===== config.mk =====
export PLATFORM = sky130hd
export DESIGN_NAME = irq_line_bank
export DESIGN_NICKNAME = d
export VERILOG_FILES = /design/src/rtl/irqb_pkg.sv /design/src/rtl/irqb_decode.sv /design/src/rtl/irqb_edge.sv /design/src/rtl/irqb_bitvec.sv /design/src/rtl/irqb_prio.sv /design/src/rtl/irq_line_bank.sv
export SDC_FILE = /design/constraint.sdc
export NUM_CORES = 1
export LEC_CHECK = 0
export ABC_AREA = 0
export BUFFER_PORTS_ARGS = -buffer_cell sky130_fd_sc_hd__buf_2
export CAP_MARGIN = 20
export CORE_AREA = 2 2 336 338
export CTS_BUF_LIST = sky130_fd_sc_hd__clkbuf_8
export DETAILED_ROUTE_END_ITERATION = 10
export DIE_AREA = 0 0 338 340
export GPL_TIMING_DRIVEN = 1
export PLACE_DENSITY = 0.57
export SYNTH_ARGS = -nofsm -noshare
export SYNTH_HDL_FRONTEND = slang
export SYNTH_HIERARCHICAL = 1
export SYNTH_SLANG_ARGS = --single-unit

===== constraint.sdc =====
create_clock -name clk -period 4.9 [get_ports clk]
set_clock_uncertainty 0.1 [all_clocks]
set_input_delay 0.49 -clock clk [delete_from_list [all_inputs] [get_ports clk]]
set_output_delay 0.49 -clock clk [all_outputs]
set_load 0.1 [all_outputs]

===== src/rtl/irqb_pkg.sv =====
package irqb_pkg;

  localparam logic [11:0] OFS_TYPE   = 12'h004;
  localparam logic [11:0] WIN_SETEN  = 12'h100;
  localparam logic [11:0] WIN_CLREN  = 12'h180;
  localparam logic [11:0] WIN_SETPD  = 12'h200;
  localparam logic [11:0] WIN_CLRPD  = 12'h280;
  localparam logic [11:0] WIN_ACT    = 12'h300;
  localparam logic [11:0] WIN_SPAN   = 12'h040;
  localparam logic [11:0] WIN_PRIO   = 12'h400;
  localparam logic [11:0] PRIO_LAST  = 12'h5EF;
  localparam logic [11:0] OFS_CTRL   = 12'hD04;
  localparam logic [11:0] OFS_GRP    = 12'hD0C;
  localparam logic [11:0] OFS_SWTRIG = 12'hF00;

  localparam logic [15:0] GRP_KEY_WR = 16'h05FA;
  localparam logic [15:0] GRP_KEY_RD = 16'hFA05;

  localparam int PRIO_W   = 8;
  localparam int WORD_IDX = 7;

  typedef enum logic [3:0] {
    K_NONE, K_EN, K_PD, K_ACT, K_PRIO, K_TYPE, K_CTRL, K_GRP, K_SWTRIG
  } kind_e;

  typedef struct packed {
    kind_e                 kind;
    logic                  set_side;
    logic [WORD_IDX-1:0]   word;
  } dec_t;

endpackage


===== src/rtl/irqb_decode.sv =====
module irqb_decode
  import irqb_pkg::*;
(
  input  logic [11:0] addr,
  output dec_t        dec
);

  logic [11:0] prio_off;
  assign prio_off = addr - WIN_PRIO;

  always_comb begin
    dec.kind     = K_NONE;
    dec.set_side = 1'b0;
    dec.word     = '0;
    if (addr >= WIN_SETEN && addr < WIN_SETEN + WIN_SPAN) begin
      dec.kind     = K_EN;
      dec.set_side = 1'b1;
      dec.word     = WORD_IDX'(addr[5:2]);
    end else if (addr >= WIN_CLREN && addr < WIN_CLREN + WIN_SPAN) begin
      dec.kind     = K_EN;
      dec.word     = WORD_IDX'(addr[5:2]);
    end else if (addr >= WIN_SETPD && addr < WIN_SETPD + WIN_SPAN) begin
      dec.kind     = K_PD;
      dec.set_side = 1'b1;
      dec.word     = WORD_IDX'(addr[5:2]);
    end else if (addr >= WIN_CLRPD && addr < WIN_CLRPD + WIN_SPAN) begin
      dec.kind     = K_PD;
      dec.word     = WORD_IDX'(addr[5:2]);
    end else if (addr >= WIN_ACT && addr < WIN_ACT + WIN_SPAN) begin
      dec.kind     = K_ACT;
      dec.word     = WORD_IDX'(addr[5:2]);
    end else if (addr >= WIN_PRIO && addr <= PRIO_LAST) begin
      dec.kind     = K_PRIO;
      dec.word     = WORD_IDX'(prio_off[11:2]);
    end else if (addr[11:2] == OFS_TYPE[11:2]) begin
      dec.kind     = K_TYPE;
    end else if (addr[11:2] == OFS_CTRL[11:2]) begin
      dec.kind     = K_CTRL;
    end else if (addr[11:2] == OFS_GRP[11:2]) begin
      dec.kind     = K_GRP;
    end else if (addr[11:2] == OFS_SWTRIG[11:2]) begin
      dec.kind     = K_SWTRIG;
    end
  end

endmodule


===== src/rtl/irqb_edge.sv =====
module irqb_edge #(
  parameter int NUM_LINES = 64
) (
  input  logic                 clk,
  input  logic                 rst,
  input  logic [NUM_LINES-1:0] line,
  output logic [NUM_LINES-1:0] rise
);

  logic [NUM_LINES-1:0] line_q;

  // During reset the history follows the lines, so a level already
  // high when reset drops is not seen as an edge.
  always_ff @(posedge clk) begin
    if (rst) line_q <= line;
    else     line_q <= line;
  end

  assign rise = line & ~line_q;

endmodule


===== src/rtl/irqb_bitvec.sv =====
module irqb_bitvec
  import irqb_pkg::*;
#(
  parameter int NUM_LINES = 64
) (
  input  logic                 clk,
  input  logic                 rst,
  input  logic                 wr_en,
  input  logic                 set_side,
  input  logic [WORD_IDX-1:0]  word,
  input  logic [3:0]           be,
  input  logic [31:0]          wdata,
  input  logic [NUM_LINES-1:0] set_ext,
  output logic [NUM_LINES-1:0] state,
  output logic [31:0]          rd_word
);

  logic [NUM_LINES-1:0] wmask;

  always_comb begin
    wmask   = '0;
    rd_word = '0;
    for (int v = 0; v < NUM_LINES; v++) begin
      if ((v / 32) == int'(word)) begin
        if (be[(v % 32) / 8]) wmask[v] = wdata[v % 32];
        rd_word[v % 32] = state[v];
      end
    end
  end

  // External set requests win over a clear in the same cycle.
  always_ff @(posedge clk) begin
    if (rst) begin
      state <= '0;
    end else if (wr_en) begin
      if (set_side) state <= state | wmask | set_ext;
      else          state <= (state & ~wmask) | set_ext;
    end else begin
      state <= state | set_ext;
    end
  end

  p_clear_never_sets_r2: assert property (@(posedge clk) disable iff (rst)
    (wr_en && !set_side && set_ext == '0) |=> ((state & ~$past(state)) == '0));

endmodule


===== src/rtl/irqb_prio.sv =====
module irqb_prio
  import irqb_pkg::*;
#(
  parameter int NUM_LINES = 64
) (
  input  logic                          clk,
  input  logic                          rst,
  input  logic                          wr_en,
  input  logic [WORD_IDX-1:0]           word,
  input  logic [3:0]                    be,
  input  logic [31:0]                   wdata,
  output logic [PRIO_W*NUM_LINES-1:0]   prio_flat,
  output logic [31:0]                   rd_word
);

  // Every priority drives the resolver in parallel, so the store is a
  // flop array rather than a single-port memory.
  logic [PRIO_W-1:0] mem [NUM_LINES];

  always_ff @(posedge clk) begin
    if (rst) begin
      for (int v = 0; v < NUM_LINES; v++) mem[v] <= '0;
    end else if (wr_en) begin
      for (int v = 0; v < NUM_LINES; v++) begin
        if ((v / 4) == int'(word) && be[v % 4])
          mem[v] <= wdata[PRIO_W*(v % 4) +: PRIO_W];
      end
    end
  end

  always_comb begin
    rd_word = '0;
    for (int v = 0; v < NUM_LINES; v++) begin
      if ((v / 4) == int'(word)) rd_word[PRIO_W*(v % 4) +: PRIO_W] = mem[v];
    end
  end

  genvar g;
  generate
    for (g = 0; g < NUM_LINES; g++) begin : g_flat
      assign prio_flat[PRIO_W*g +: PRIO_W] = mem[g];
    end
  endgenerate

endmodule


===== src/rtl/irq_line_bank.sv =====
module irq_line_bank
  import irqb_pkg::*;
#(
  parameter int NUM_LINES = 64
) (
  input  logic                          clk,
  input  logic                          rst,
  input  logic                          bus_sel,
  input  logic                          bus_wr,
  input  logic [11:0]                   bus_addr,
  input  logic [3:0]                    bus_be,
  input  logic [31:0]                   bus_wdata,
  input  logic                          bus_priv,
  output logic [31:0]                   bus_rdata,
  input  logic                          user_pend_ok,
  input  logic [NUM_LINES-1:0]          irq_in,
  input  logic [NUM_LINES-1:0]          irq_active,
  input  logic [7:0]                    top_vec,
  output logic [NUM_LINES-1:0]          ext_enable,
  output logic [NUM_LINES-1:0]          ext_pend,
  output logic [PRIO_W*NUM_LINES-1:0]   ext_prio,
  output logic                          nmi_pend,
  output logic                          pendsv_pend,
  output logic                          systick_pend,
  output logic [2:0]                    prio_group
);

  localparam logic [31:0] TYPE_VAL = 32'(NUM_LINES / 32 - 1);
  localparam int          TRIG_W   = 9;

  dec_t dec;
  logic wr_req, rd_req, full_word;
  logic [NUM_LINES-1:0] rise, sw_set;
  logic [31:0] en_rd, pd_rd, pr_rd, act_rd, rd_next;
  logic trig_ok;

  assign wr_req    = bus_sel & bus_wr;
  assign rd_req    = bus_sel & ~bus_wr;
  assign full_word = (bus_be == 4'hF);

  irqb_decode u_dec (.addr(bus_addr), .dec(dec));

  irqb_edge #(.NUM_LINES(NUM_LINES)) u_edge (
    .clk(clk), .rst(rst), .line(irq_in), .rise(rise)
  );

  assign trig_ok = wr_req && dec.kind == K_SWTRIG && full_word &&
                   (bus_priv || user_pend_ok);

  always_comb begin
    sw_set = '0;
    for (int v = 0; v < NUM_LINES; v++) begin
      if (trig_ok && bus_wdata[TRIG_W-1:0] == TRIG_W'(v)) sw_set[v] = 1'b1;
    end
  end

  irqb_bitvec #(.NUM_LINES(NUM_LINES)) u_en (
    .clk(clk), .rst(rst),
    .wr_en(wr_req && dec.kind == K_EN), .set_side(dec.set_side),
    .word(dec.word), .be(bus_be), .wdata(bus_wdata),
    .set_ext('0), .state(ext_enable), .rd_word(en_rd)
  );

  irqb_bitvec #(.NUM_LINES(NUM_LINES)) u_pd (
    .clk(clk), .rst(rst),
    .wr_en(wr_req && dec.kind == K_PD), .set_side(dec.set_side),
    .word(dec.word), .be(bus_be), .wdata(bus_wdata),
    .set_ext(rise | sw_set), .state(ext_pend), .rd_word(pd_rd)
  );

  irqb_prio #(.NUM_LINES(NUM_LINES)) u_prio (
    .clk(clk), .rst(rst),
    .wr_en(wr_req && dec.kind == K_PRIO),
    .word(dec.word), .be(bus_be), .wdata(bus_wdata),
    .prio_flat(ext_prio), .rd_word(pr_rd)
  );

  always_comb begin
    act_rd = '0;
    for (int v = 0; v < NUM_LINES; v++) begin
      if ((v / 32) == int'(dec.word)) act_rd[v % 32] = irq_active[v];
    end
  end

  // System pending flags: set takes precedence over clear in each pair.
  always_ff @(posedge clk) begin
    if (rst) begin
      nmi_pend     <= 1'b0;
      pendsv_pend  <= 1'b0;
      systick_pend <= 1'b0;
    end else if (wr_req && dec.kind == K_CTRL && full_word) begin
      if (bus_wdata[31]) nmi_pend <= 1'b1;
      if (bus_wdata[28])      pendsv_pend <= 1'b1;
      else if (bus_wdata[27]) pendsv_pend <= 1'b0;
      if (bus_wdata[26])      systick_pend <= 1'b1;
      else if (bus_wdata[25]) systick_pend <= 1'b0;
    end
  end

  always_ff @(posedge clk) begin
    if (rst) begin
      prio_group <= '0;
    end else if (wr_req && dec.kind == K_GRP && full_word &&
                 bus_wdata[31:16] == GRP_KEY_WR) begin
      prio_group <= bus_wdata[10:8];
    end
  end

  always_comb begin
    unique case (dec.kind)
      K_EN:    rd_next = en_rd;
      K_PD:    rd_next = pd_rd;
      K_ACT:   rd_next = act_rd;
      K_PRIO:  rd_next = pr_rd;
      K_TYPE:  rd_next = TYPE_VAL;
      K_CTRL:  rd_next = {nmi_pend, 2'b00, pendsv_pend, 1'b0, systick_pend,
                          3'b000, |ext_pend, 2'b00, top_vec, 12'h000};
      K_GRP:   rd_next = {GRP_KEY_RD, 5'b00000, prio_group, 8'h00};
      default: rd_next = '0;
    endcase
  end

  always_ff @(posedge clk) begin
    if (rst)         bus_rdata <= '0;
    else if (rd_req) bus_rdata <= rd_next;
  end

  genvar g;
  generate
    for (g = 0; g < NUM_LINES; g++) begin : g_edge_chk
      p_edge_pends_r4: assert property (@(posedge clk) disable iff (rst)
        $rose(irq_in[g]) |=> ext_pend[g]);
    end
  endgenerate

  p_pend_holds_r4: assert property (@(posedge clk) disable iff (rst)
    (ext_pend[0] && !wr_req) |=> ext_pend[0]);

  p_active_ro_r5: assert property (@(posedge clk) disable iff (rst)
    (wr_req && bus_addr[11:6] == 6'h0C) |=> ($stable(ext_enable) && $stable(ext_prio)));

  p_group_key_r12: assert property (@(posedge clk) disable iff (rst)
    !$stable(prio_group) |-> $past(wr_req && bus_wdata[31:16] == GRP_KEY_WR));

  p_rdata_hold_r13: assert property (@(posedge clk) disable iff (rst)
    !rd_req |=> $stable(bus_rdata));

endmodule


==> flow_summary.yaml, run 1 <==
placed_design:
  hpwl_um: 159600
  io_buffers: 865
  gp_congestion: 0.9831
  pre_cts_slack_ns: 0.1095
  place_area_mm2: 0.04293
yosys:
  yosys-top-cells-area: "edfxtp_1 (43%), dfxtp_1 (13%), mux2i_1 (4.4%)"
  ys_warn_count: 6
  async_reset_ff_frac: 0
  synthFlopType: "edfxtp_1"
  synth.top_cell.area_share: 0.4250
  syn_area_per_cell_um2: 11.35
  ys_types: 90
  yosysSeqAreaShare: 0.5523
  netlist_instances: 3188
  yosysTopAreaCell: "edfxtp_1"
  ys_ff_latch: 742
  synth.cells.most_frequent: "edfxtp_1 (512), nor2_1 (413), dfxtp_1 (230), nor4_1 (160), mux2i_1 (159)"
  yosysMostFrequentCell: "edfxtp_1"
  synth_area_mm2: 0.03617
  synth_edf_count: 512
job:
  cap_violations: 0
timing:
  setup_viol: 0
  tns_ns: 0
  rsz0062_at_grt: "false"
  tightestPinTransition_ns: 1.155
  period_minus_slack_ns: 4.565
  finalMaxSlewViolations: 0
  fmax_ghz: 0.2191
  fin_crit_sh: 0.9316
  hold_viol_final: 0
  fin_ws_ns: 0.3354
  fin_hold_ws_ns: 0.07343
  slew_headroom: 0.2272
clock_tree:
  cts_buffer_depth: 3
  clk_latency_ns: 0.88
  numClockSinks: 742
  cts_buffers: 138
  cts_root_buf: "clkbuf_8"
  clk_pin_slew_ns: 0.05
  post_cts.repair.setup_buffers: 0
  cts_max_level: 4
  cts_tree: "built"
grt:
  grt_pass1_wl_um: 272800
  track_usage: 0.3476
  grt_pass1_vias: 32350
  antenna_found_initial: 20
  overflow: 0
  grt_max_degree: 87
floorplan:
  die_height_um: 340
  die_w_um: 338
  ios: 868
  fp-row-count: 123
  die-area_mm2: 0.1149
  initial_utilization: 0.3242
  core-area_mm2: 0.1116
critical_path:
  arrival_ns: 5.21
  crit_fanout: 29
  cp-end-kind: "flip-flop"
  start_kind: "input pin"
  cp_data_required_time_ns: 5.54
  critical_path_class: "in -> reg"
final_layout:
  post-route-cell-area_mm2: 0.04660
  drive_gt1_frac: 0.3260
  nNetsFinal: 4485
  areaGrowthSynthToFinish_pct: 28.81
outcome:
  status: "finished clean"
drt:
  wl_um: 208500
  vias: 34330
  dr.pass1.iters: 9
  antenna_left: 0
  viasPerCell: 5.815
  drc: 0
  drt_iter0_drc: 4382
  wl_per_cell_um: 35.31
power:
  leakagePower_nw: 18.43
  vdd_drop_max_v: 0.0002640
  p_per_area_mw_per_mm2: 392.5
worst_hold_path:
  hp-class: "in -> reg"
## worst paths after layout
path	cells past startpoint	from	end	slack (ns)
hold / removal	5	top_vec[3]	bus_rdata[15]	0.07
setup reg to reg	11	u_prio/mem[1][208]	bus_rdata[16]	1.42
setup / recovery	16	bus_addr[6]	bus_rdata[16]	0.34
hold reg to reg	1	bus_rdata[15]	bus_rdata[15]	0.38
## registers in the layout (all words and copies together), names as in the netlist
register	flops
bus_rdata	32
nmi_pend	1
pendsv_pend	1
prio_group	3
systick_pend	1
u_edge/line_q	64
u_en/state	64
u_pd/state	64
u_prio/mem	512
## metrics by stage
step / utilization / cells / total power (W)
floorplan: - / 3315 / 0.01104
global placement: 0.3846 / 5539 / 0.01254
detailed placement: 0.3847 / 5541 / 0.01255
CTS: 0.4172 / 5885 / 0.01831
global route: 0.4174 / 5895 / 0.01870
finish: 0.4176 / 5904 / 0.01829
## power by group
group	switching [W]	internal, W
clock network	0.00295	0.00278
registers	0.000355	0.00711
logic	0.00421	0.000885
total	0.00751	0.0108
## metal layers
metal  routed length [µm]  share of wire  GRT usage
met4                12820          0.061     0.1920
met3                25710           0.12     0.1273
met5                    0              0          0
met2                97270           0.47     0.5634
met1                72680           0.35     0.3960
## cell families after synthesis
family | count (synthesis) | share of synthesized area
multiplexers | 227 | 0.07481
AND/OR/NAND/NOR | 1099 | 0.1736
other | 1 | 0.0001037
XOR/XNOR | 1 | 0.0002422
flip-flops | 742 | 0.5523
AO/OA/AOI/OAI | 779 | 0.1534
buffers and inverters | 339 | 0.04552
## repair_timing
item | 4_1_cts | 5_1_grt
gates resized for setup | 0 | 0
hold buffers | 113 | 0
endpoints found under the hold margin | 151 | 0
## cell type report
type                    instances  area (µm²)
repair buffers               1137        6910
clock inverters                89       531.8
inverters                      42       157.7
clock buffers                 142        1954
fillers                     10920       64980
flip-flops and latches        742       19980
diodes                         18       45.04
multi-input cells            2234       15140
well taps                    1500        1877
## placed cells by master (no fill, tap or decap), types with 37 or more instances in the layout
cell type      count
nor2_1           411
inv_1             85
mux2_2            37
o21bai_1         137
a21oi_1           94
edfxtp_1         512
nand2_1           69
buf_4            139
clkbuf_8         142
o22ai_1          152
dlygate4sd3_1    113
nand2b_1          79
a21o_1            56
dfxtp_1          230
buf_2            864
o21ai_0           51
nand3_1          112
nand4_1           68
conb_1           128
nor4_1           159
mux2i_1          159
nor2b_4           68
## critical path, stage by stage
cell	delay (ns)
buf_2	0.13
nor3_1	0.26
o211ai_1	0.42
a21boi_4	0.56
buf_12	0.27
buf_12	0.24
mux2i_1	0.21
o21ai_0	0.16
a21oi_1	0.47
o311ai_0	0.35
buf_4	0.25
a222oi_1	0.33
buf_4	0.19
o211ai_1	0.07
dlygate4sd3_1	0.56
a22o_1	0.19
Power figures use the tool's default switching activity.
==> run 2, diff against run 1 <==
--- a/config.mk
+++ b/config.mk
@@ -7,13 +7,15 @@
 export LEC_CHECK = 0
 export ABC_AREA = 0
 export BUFFER_PORTS_ARGS = -buffer_cell sky130_fd_sc_hd__buf_2
-export CAP_MARGIN = 20
+export CAP_MARGIN = 10
+export CELL_PAD_IN_SITES_DETAIL_PLACEMENT = 0
+export CELL_PAD_IN_SITES_GLOBAL_PLACEMENT = 1
 export CORE_AREA = 2 2 336 338
 export CTS_BUF_LIST = sky130_fd_sc_hd__clkbuf_8
 export DETAILED_ROUTE_END_ITERATION = 10
 export DIE_AREA = 0 0 338 340
 export GPL_TIMING_DRIVEN = 1
-export PLACE_DENSITY = 0.57
+export PLACE_DENSITY = 0.69
 export SYNTH_ARGS = -nofsm -noshare
 export SYNTH_HDL_FRONTEND = slang
 export SYNTH_HIERARCHICAL = 1
==> flow_summary.yaml, run 2 (synthesis results as in run 1) <==
floorplan:
  die_height_um: 340
  ios: 868
  initial_utilization: 0.3242
  die-area_mm2: 0.1149
  die_w_um: 338
  core-area_mm2: 0.1116
  fp-row-count: 123
clock_tree:
  cts_max_level: 4
  cts_resized: 0
  clk_latency_ns: 0.87
  cts.hold.buffers_added: 105
  clk_pin_slew_ns: 0.06
  cts_buffers: 141
  post_cts.repair.setup_buffers: 0
  cts_tree: "built"
  numClockSinks: 742
  cts_root_buf: "clkbuf_8"
  cts_buffer_depth: 3
drt:
  antenna_left: 0
  dr.pass1.iters: 9
  viasPerCell: 5.738
  wl_per_cell_um: 35.07
  vias: 33970
  wl_um: 207600
  drc: 0
  drt_iter0_drc: 4449
job:
  cap_violations: 0
critical_path:
  start_kind: "input pin"
  cp_data_required_time_ns: 5.58
  critical_path_class: "in -> reg"
  crit_fanout: 9
  arrival_ns: 4.88
  cp-end-kind: "flip-flop"
final_layout:
  areaGrowthSynthToFinish_pct: 29.17
  largest_reg_flops: 512
  stdcell_count: 5920
  drive_gt1_frac: 0.3305
  nNetsFinal: 4494
  largest_register: "u_prio/mem"
  final_common_cell: "buf_2"
  final_cell_mix: "buf_2 (864), edfxtp_1 (512), nor2_1 (411)"
  fill_cells: 11000
  post-route-cell-area_mm2: 0.04673
power:
  p_per_area_mw_per_mm2: 398.9
  vdd_drop_max_v: 0.0003601
  power.total_w: 0.01864
  leakagePower_nw: 18.60
timing:
  fin_crit_sh: 0.8582
  period_minus_slack_ns: 4.205
  fin_hold_ws_ns: 0.05513
  hold_viol_final: 0
  tightestPinTransition_ns: 1.250
  setup_viol: 0
  tns_ns: 0
  rsz0062_at_grt: "false"
  finalMaxSlewViolations: 0
  fmax_ghz: 0.2378
  slew_headroom: 0.1606
grt:
  grt_pass1_wl_um: 274800
  top_usage_layer: "met2"
  grt_max_degree: 111
  grt_pass1_vias: 32720
  antenna_found_initial: 20
  overflow: 0
  track_usage: 0.3487
  grt_util_met2: 0.5823
  grtUsageMet3: 0.1202
  grtUsageMet1: 0.3955
placed_design:
  gp_congestion: 0.9586
  place_area_mm2: 0.04294
  dp.cells: 5556
  io_buffers: 865
  hpwl_um: 160200
worst_hold_path:
  hp-class: "in -> reg"
outcome:
  status: "finished clean"
run 2: cell count changes in the layout (fill, tap and decap cells not counted), moves of 3 or more:
cell / delta
diode_2: -10
dlygate4sd3_1: -8
buf_4: +22
clkinv_2: +3
buf_12: -8
clkbuf_8: +11
inv_12: +3
inv_1: +8
run 2: worst paths after layout:
path | start | end | slack [ns] | cells past startpoint
worst max register to register | u_prio/mem[0][43] | bus_rdata[11] | 1.97 | 7
worst min register to register | bus_rdata[18] | bus_rdata[18] | 0.38 | 1
worst max-delay path | bus_addr[6] | bus_rdata[11] | 0.69 | 14
worst min-delay path | top_vec[4] | bus_rdata[16] | 0.06 | 5
run 2: layer usage:
metal	wire (µm)	part of all wire	up-vias
li1	-	-	14360
met1	72990	0.35	16810
met2	98800	0.48	2318
met3	23750	0.11	478
met4	12050	0.058	4
met5	27	0.00013	-
run 2: per-stage QoR:
step	worst slack, ns	util
2_1_floorplan	0.7531	-
3_3_place_gp	0.08507	0.3849
3_5_place_dp	0.05421	0.3849
4_1_cts	0.9628	0.4186
5_1_grt	0.6831	0.4187
6_report	0.6948	0.4188
run 2: area by class of cell:
type / count / area [µm²] / share of cell area
sequential: 742 / 19980 / 0.4276
clock inverter: 98 / 610.6 / 0.01307
tap: 1500 / 1877 / 0.04016
inverter: 42 / 157.7 / 0.003374
timing repair buffer: 1143 / 6835 / 0.1463
antenna: 8 / 20.02 / 0.0004284
multi-input combinational: 2234 / 15140 / 0.3241
clock buffer: 153 / 2106 / 0.04507
run 2: report_power, final:
group | leakage [nW] | switching [W] | internal, W
sequential | 6.81 | 0.000360 | 0.00711
combinational | 10.2 | 0.00421 | 0.000886
clock | 1.58 | 0.00303 | 0.00305
run 2: worst max-delay path: stages:
cell       delay, ns
buf_2           0.12
nor3_1          0.40
o211ai_1        0.16
buf_4           0.21
a21boi_4        0.40
or4b_1          0.68
buf_4           0.27
nor2_2          0.43
a221oi_1        0.20
a21oi_1         0.25
a2bb2oi_1       0.76
a222oi_1        0.23
o21ai_1         0.15
a22o_1          0.13
